## src/rtl/irtx_pkg.sv

```systemverilog
package irtx_pkg;

  typedef enum logic [1:0] {
    MODE_PLAIN = 2'd0,
    MODE_SYNC  = 2'd1,
    MODE_TWIN  = 2'd2,
    MODE_RSVD  = 2'd3
  } irtx_mode_e;

  typedef enum logic [1:0] {
    ST_IDLE = 2'd0,
    ST_RUN  = 2'd1,
    ST_WAIT = 2'd2
  } irtx_state_e;

endpackage

```

## src/rtl/irtx_gap_timer.sv

```systemverilog
module irtx_gap_timer #(
  parameter int GAP_W = 16
) (
  input  logic             clk,
  input  logic             rst,
  input  logic             hold,
  input  logic             step,
  input  logic [GAP_W-1:0] limit,
  output logic             expire
);

  logic [GAP_W-1:0] cnt;
  logic [GAP_W:0]   nxt;

  assign nxt    = {1'b0, cnt} + 1'b1;
  assign expire = !hold && step && (nxt >= {1'b0, limit});

  always_ff @(posedge clk) begin
    if (rst || hold) begin
      cnt <= '0;
    end else if (step) begin
      cnt <= nxt[GAP_W-1:0];
    end
  end

endmodule

```

## src/rtl/irtx_sym_sel.sv

```systemverilog
module irtx_sym_sel #(
  parameter int BUF_BITS = 40,
  parameter int CNT_W    = 8,
  parameter int LEN_W    = 7,
  parameter int SYNC_AT  = 16
) (
  input  logic                in_start,
  input  logic [LEN_W-1:0]    idx,
  input  logic [LEN_W-1:0]    len_eff,
  input  logic                sync_en,
  input  logic                last_frame,
  input  logic [BUF_BITS-1:0] frame_buf,
  input  logic [CNT_W-1:0]    start_on,
  input  logic [CNT_W-1:0]    start_off,
  input  logic [CNT_W-1:0]    one_on,
  input  logic [CNT_W-1:0]    one_off,
  input  logic [CNT_W-1:0]    zero_on,
  input  logic [CNT_W-1:0]    zero_off,
  output logic [CNT_W-1:0]    sym_on,
  output logic [CNT_W-1:0]    sym_off
);

  localparam int              LIN_N    = 2 ** LEN_W;
  localparam logic [LEN_W-1:0] SYNC_IDX = LEN_W'(SYNC_AT);

  // Linear, transmission-ordered view of the buffer, zero padded.
  logic [LIN_N-1:0] lin;

  for (genvar g = 0; g < LIN_N; g++) begin : g_lin
    if (g < BUF_BITS) begin : g_real
      assign lin[g] = frame_buf[8*(g/8) + 7 - (g%8)];
    end else begin : g_pad
      assign lin[g] = 1'b0;
    end
  end

  logic [LEN_W-1:0] bit_pos;
  logic             bit_val;

  assign bit_pos = (sync_en && (idx > SYNC_IDX)) ? idx - 1'b1 : idx;
  assign bit_val = lin[bit_pos];

  always_comb begin
    if (in_start) begin
      sym_on  = start_on;
      sym_off = start_off;
    end else if (idx < len_eff) begin
      if (sync_en && (idx == SYNC_IDX)) begin
        sym_on  = zero_on;
        sym_off = start_off;
      end else if (bit_val) begin
        sym_on  = one_on;
        sym_off = one_off;
      end else begin
        sym_on  = zero_on;
        sym_off = zero_off;
      end
    end else begin
      sym_on  = zero_on;
      sym_off = last_frame ? {CNT_W{1'b1}} : zero_off;
    end
  end

endmodule

```

## src/rtl/irtx_frame_seq.sv

```systemverilog
module irtx_frame_seq
  import irtx_pkg::*;
#(
  parameter  int BUF_BYTES = 5,
  parameter  int CNT_W     = 8,
  parameter  int GAP_W     = 16,
  parameter  int SYNC_AT   = 16,
  parameter  int TWIN_AT   = 16,
  localparam int BUF_BITS  = 8 * BUF_BYTES,
  localparam int IDX_W     = $clog2(BUF_BITS + 1)
) (
  input  logic                clk,
  input  logic                rst,
  input  logic                tick,
  input  logic                req,
  input  logic [1:0]          mode,
  input  logic [BUF_BITS-1:0] frame_buf,
  input  logic [IDX_W-1:0]    bit_count,
  input  logic [CNT_W-1:0]    start_on,
  input  logic [CNT_W-1:0]    start_off,
  input  logic [CNT_W-1:0]    one_on,
  input  logic [CNT_W-1:0]    one_off,
  input  logic [CNT_W-1:0]    zero_on,
  input  logic [CNT_W-1:0]    zero_off,
  input  logic                stop_en,
  input  logic [CNT_W-1:0]    frame_total,
  input  logic [GAP_W-1:0]    frame_gap,
  output logic                gate,
  output logic                busy
);

  localparam int               LEN_W    = IDX_W + 1;
  localparam logic [LEN_W-1:0] TWIN_IDX = LEN_W'(TWIN_AT);

  irtx_state_e state;
  irtx_mode_e  mode_q;

  logic [BUF_BITS-1:0] buf_q;
  logic [IDX_W-1:0]    bitcnt_q;
  logic [CNT_W-1:0]    s_on_q, s_off_q, o_on_q, o_off_q, z_on_q, z_off_q;
  logic                stop_q;
  logic [CNT_W-1:0]    reps_q;
  logic [GAP_W-1:0]    gap_q;

  logic                in_start;
  logic [LEN_W-1:0]    idx;
  logic [LEN_W-1:0]    len_eff;
  logic [CNT_W-1:0]    on_cnt, off_cnt;
  logic [CNT_W-1:0]    rep_done;

  logic [CNT_W-1:0]    sym_on, sym_off;
  logic [LEN_W:0]      total, next_idx;
  logic                frame_end, last_frame, gap_expire;

  assign total      = {1'b0, len_eff} + {{LEN_W{1'b0}}, stop_q};
  assign next_idx   = in_start ? {1'b0, idx} : {1'b0, idx} + 1'b1;
  assign frame_end  = next_idx >= total;
  assign last_frame = ({1'b0, rep_done} + 1'b1) >= {1'b0, reps_q};

  irtx_sym_sel #(
    .BUF_BITS (BUF_BITS),
    .CNT_W    (CNT_W),
    .LEN_W    (LEN_W),
    .SYNC_AT  (SYNC_AT)
  ) sym_sel_i (
    .in_start   (in_start),
    .idx        (idx),
    .len_eff    (len_eff),
    .sync_en    (mode_q == MODE_SYNC),
    .last_frame (last_frame),
    .frame_buf  (buf_q),
    .start_on   (s_on_q),
    .start_off  (s_off_q),
    .one_on     (o_on_q),
    .one_off    (o_off_q),
    .zero_on    (z_on_q),
    .zero_off   (z_off_q),
    .sym_on     (sym_on),
    .sym_off    (sym_off)
  );

  irtx_gap_timer #(
    .GAP_W (GAP_W)
  ) gap_timer_i (
    .clk    (clk),
    .rst    (rst),
    .hold   (state != ST_WAIT),
    .step   (tick),
    .limit  (gap_q),
    .expire (gap_expire)
  );

  always_ff @(posedge clk) begin
    if (rst) begin
      state    <= ST_IDLE;
      mode_q   <= MODE_PLAIN;
      buf_q    <= '0;
      bitcnt_q <= '0;
      s_on_q   <= '0;
      s_off_q  <= '0;
      o_on_q   <= '0;
      o_off_q  <= '0;
      z_on_q   <= '0;
      z_off_q  <= '0;
      stop_q   <= 1'b0;
      reps_q   <= '0;
      gap_q    <= '0;
      in_start <= 1'b0;
      idx      <= '0;
      len_eff  <= '0;
      on_cnt   <= '0;
      off_cnt  <= '0;
      rep_done <= '0;
      gate     <= 1'b0;
      busy     <= 1'b0;
    end else begin
      case (state)
        ST_IDLE: begin
          if (req && (irtx_mode_e'(mode) != MODE_RSVD)) begin
            state    <= ST_RUN;
            mode_q   <= irtx_mode_e'(mode);
            buf_q    <= frame_buf;
            bitcnt_q <= bit_count;
            s_on_q   <= start_on;
            s_off_q  <= start_off;
            o_on_q   <= one_on;
            o_off_q  <= one_off;
            z_on_q   <= zero_on;
            z_off_q  <= zero_off;
            stop_q   <= stop_en;
            reps_q   <= frame_total;
            gap_q    <= frame_gap;
            in_start <= 1'b1;
            idx      <= '0;
            len_eff  <= {1'b0, bit_count};
            on_cnt   <= '0;
            off_cnt  <= '0;
            rep_done <= '0;
            gate     <= 1'b0;
            busy     <= 1'b1;
          end
        end
        ST_RUN: begin
          if (tick) begin
            if (on_cnt < sym_on) begin
              gate   <= 1'b1;
              on_cnt <= on_cnt + 1'b1;
            end else if (off_cnt < sym_off) begin
              gate    <= 1'b0;
              off_cnt <= off_cnt + 1'b1;
            end else begin
              gate    <= 1'b0;
              on_cnt  <= '0;
              off_cnt <= '0;
              if (frame_end) begin
                if (last_frame) begin
                  state    <= ST_IDLE;
                  busy     <= 1'b0;
                  rep_done <= '0;
                end else begin
                  state    <= ST_WAIT;
                  rep_done <= rep_done + 1'b1;
                end
              end else if (in_start) begin
                in_start <= 1'b0;
              end else begin
                idx <= idx + 1'b1;
              end
            end
          end
        end
        ST_WAIT: begin
          if (gap_expire) begin
            state <= ST_RUN;
            if (mode_q == MODE_TWIN) begin
              in_start <= 1'b0;
              idx      <= TWIN_IDX;
              len_eff  <= {bitcnt_q, 1'b1};
            end else begin
              in_start <= 1'b1;
              idx      <= '0;
            end
          end
        end
        default: state <= ST_IDLE;
      endcase
    end
  end

  AST_IDLE_DARK: assert property (@(posedge clk) disable iff (rst)
    !busy |-> !gate);

  AST_HOLD_NO_TICK: assert property (@(posedge clk) disable iff (rst)
    (busy && !tick) |=> (busy && $stable(gate)));

  AST_GATE_ONLY_RUN: assert property (@(posedge clk) disable iff (rst)
    gate |-> (state == ST_RUN));

  AST_ACCEPT_IDLE: assert property (@(posedge clk) disable iff (rst)
    (!busy && req && (mode != 2'd3)) |=> busy);

  AST_RSVD_REJECT: assert property (@(posedge clk) disable iff (rst)
    (!busy && req && (mode == 2'd3)) |=> (!busy && !gate));

endmodule

```

## config.mk

```make
export PLATFORM = sky130hd
export DESIGN_NAME = irtx_frame_seq
export DESIGN_NICKNAME = d
export VERILOG_FILES = /design/src/rtl/irtx_pkg.sv /design/src/rtl/irtx_gap_timer.sv /design/src/rtl/irtx_sym_sel.sv /design/src/rtl/irtx_frame_seq.sv
export SDC_FILE = /design/constraint.sdc
export NUM_CORES = 1
export LEC_CHECK = 0
export BUFFER_PORTS_ARGS = -buffer_cell sky130_fd_sc_hd__buf_2
export CAP_MARGIN = 20
export CORE_MARGIN = 4
export CORE_UTILIZATION = 33
export CTS_CLUSTER_DIAMETER = 40
export DETAILED_ROUTE_END_ITERATION = 8
export PLACE_DENSITY = 0.55
export RECOVER_POWER = 25
export SLEW_MARGIN = 20
export SYNTH_ARGS = -nofsm -noshare
export SYNTH_HDL_FRONTEND = slang
export SYNTH_HIERARCHICAL = 1
export SYNTH_SLANG_ARGS = --single-unit
```

## constraint.sdc

```tcl
create_clock -name clk -period 8.2 [get_ports clk]
set_input_delay 1.23 -clock clk [delete_from_list [all_inputs] [get_ports clk]]
set_output_delay 1.23 -clock clk [all_outputs]
set_load 0.02 [all_outputs]
```

==> out/results.ini <==
[outcome]
status=finished, violations left
violations=max-capacitance violations, max-slew violations

[critical_path]
arrival_ps=6530
r2r_slack_ps=2030
reg2regPathDepth=18
start_kind=flop
r2r_start=idx[1]$_SDFFE_PP0P_
cp-end-kind=flop
crit_required_ps=8560
timing.rr.end=off_cnt[1]$_SDFFE_PP0P_
worst-setup-path-type=reg2reg
path_max_fanout=18

[logic_synthesis]
yosysWarnings=6
synth.top_cell.area_share_pct=34.8
synthArstFlopShare_pct=0
ys_dominant_reg_cell=dfxtp_1
ys_ff_latch=180
synth.most_common_cell=nand2_1
syn_area_sq_mm=0.0104
synth_area_leader_cell=dfxtp_1
synth_edf_count=0
yosysSeqAreaShare_pct=34.8
syn_nets=1494
synth.distinct_cells=78
yosys-top-cells-area=dfxtp_1 35%, nand2_1 10%, a21oi_1 8.1%, ha_1 7.7%, mux4_2 4.3%
synth.avg_cell_area_sq_um=7.94
syn_inst=1305
synthTopCellsByCount=289 x nand2_1, 180 x dfxtp_1, 168 x a21oi_1

[detailed_routing]
drt_wl_total_um=27400
wire_per_inst_um=15.3
antenna_left=0
firstDrtPassIters=5
drc=0
vias_per_cell=5.14
vias=9223
drtIter0Drc=530

[min_path]
worstHoldStart=z_on_q[6]$_SDFFE_PP0P_
worstHoldPathCells=2
hold_class=reg2reg
hold_end=z_on_q[6]$_SDFFE_PP0P_

[layout]
diodes=0
drive_gt1_share_pct=14.9
final_util_pct=38.5
regMostFlops=buf_q
largest_reg_flops=40
largestRegisters=buf_q x40, gap_q x16, gap_timer_i/cnt x16
nets=1574
instances_no_fill=1794
area_growth_pct=14.3
fillers=3280

[place]
place.gp.congestion=0.835
dp_hpwl_um=20100
dp.cells=1762
io_buffers=126
dp_worst_setup_slack_ps=1710

[power_and_ir_drop]
peakVddDrop_uv=139
power_mw=2.75
power_leakage_nw=4.74
powerDensity_mw_per_mm2=232

[timing]
slew_viol_final=124
worst_slack_ps=2030
rsz0062_at_grt=false
worst_slew_pin_slew_ps=3440
relSlewSlack_pct=-130
final.setup.tns_ps=0
fmax_ghz=0.162
finalCritPeriodShare_pct=75.3
finalCriticalPeriod_ps=6170
worst_clock_skew_ps=10.4
finalHoldViolCount=0
setup_viol=0

[die]
rows=64
die_w_um=185
die_y_um=185
coreArea_sq_mm=0.0307
initial_core_util_pct=33.7
io_pins=127
die-area_sq_mm=0.0343

[clock_network]
cts_tree=yes
post_cts_resized=0
clockRootBuffer=clkbuf_16
h-tree-depth=4
numCtsBuffers=17
ctsHoldBuffers=0
path_clk_slew_ps=70
cts_buffer_depth=2
postCtsSetupRepairBufs=0
cts_sinks=180
clk-insertion-delay-late_ps=440

[grt]
grt_pass1_wl_um=44900
grt_pass1_vias=8777
antenna_found_initial=0
grtUsageTotal_pct=16.0
grt_max_degree=88
grt-ovfl-total=0

[run]
max_cap_violations=2

[metrics by stage]
stage	area [sq um]	hold slack [ps]
final	11800	453
after global routing	11800	469
after floorplan	10400	431
after global placement	11300	439
after detailed placement	11300	442
after CTS	11900	452
[cell usage in the layout, fill, tap and decap left out, types with 5 or more instances in the layout]
master / instances
nor2b_1: 13
clkbuf_1: 5
a211o_1: 5
o211a_1: 7
and3_1: 14
or3_1: 5
o21ai_1: 10
nand4_1: 9
buf_4: 8
nor3_1: 18
xnor2_1: 22
o21ai_0: 29
o21a_1: 7
and3b_1: 9
mux4_2: 20
mux2i_1: 15
o221ai_1: 10
buf_2: 121
or4_1: 10
o311ai_0: 5
a21oi_1: 168
inv_8: 5
ha_1: 64
nand3_1: 47
xor2_1: 31
nor2_1: 74
dfxtp_1: 180
o31ai_1: 5
nand2b_1: 7
a21o_1: 6
inv_1: 66
nand2_1: 289
a211oi_1: 7
o211ai_1: 9
clkbuf_16: 17
[kinds of logic after synthesis]
| kind of cell | Yosys count | share of synthesized area (%) |
|---|---|---|
| buffers and inverters | 139 | 5.37 |
| xor gates and xnor gates | 53 | 4.48 |
| and+or+nand+nor | 524 | 23.2 |
| muxes | 36 | 5.90 |
| DFF | 180 | 34.8 |
| adders and majority gates | 64 | 7.72 |
| AOI/OAI and AO/OA | 309 | 18.6 |
[critical path, cell delays in order (launching register included)]
cell	delay, ps
dfxtp_1	840
inv_1	100
ha_1	620
mux4_2	400
and3_1	200
a21oi_1	110
o22ai_1	120
o211a_1	290
o31ai_1	940
and3b_1	270
o21ai_1	60
inv_1	60
ha_1	230
a21o_1	180
a211oi_1	280
o21ai_0	230
o21ai_2	590
o21ai_1	350
a21oi_1	220
[where the power goes]
group          leakage [nW]  switching [mW]  internal (mW)
Sequential             1.47          0.0852          0.969
Combinational          2.98           0.544          0.309
Clock                 0.294           0.395          0.444
Total                  4.74            1.02           1.72
[worst max path at each step]
| stage | startpoint | end | slack, ps | depth (start not counted) |
|---|---|---|---|---|
| 6_report | idx[1]$_SDFFE_PP0P_ | off_cnt[1]$_SDFFE_PP0P_ | 2030 | 18 |
| 4_1_cts | idx[1]$_SDFFE_PP0P_ | off_cnt[1]$_SDFFE_PP0P_ | 1660 | 18 |
| 2_1_floorplan | idx[0]$_SDFFE_PP0P_ | rep_done[2]$_SDFFE_PP0P_ | 2930 | 22 |
| 5_1_grt | idx[1]$_SDFFE_PP0P_ | off_cnt[1]$_SDFFE_PP0P_ | 1620 | 18 |
| 3_5_place_dp | idx[1]$_SDFFE_PP0P_ | off_cnt[1]$_SDFFE_PP0P_ | 1710 | 18 |
| 3_3_place_gp | idx[1]$_SDFFE_PP0P_ | off_cnt[1]$_SDFFE_PP0P_ | 1910 | 18 |
[routing by layer]
layer  part of all wire [%]  GRT usage [%]
met1                     47           21.5
met2                     49           27.2
met3                    2.7           2.10
met4                    1.3           4.32
met5                      0              0
[area by class of cell]
type	instances	area (sq um)	area share, %
Clock inverter	14	163	1.37
Clock buffer	18	439	3.71
Inverter	66	248	2.09
Sequential cell	180	3600	30.4
Timing Repair Buffer	134	684	5.78
Tap cell	396	495	4.18
Multi-Input combinational cell	986	6210	52.5
No activity file was read; power rests on OpenSTA's default activity.
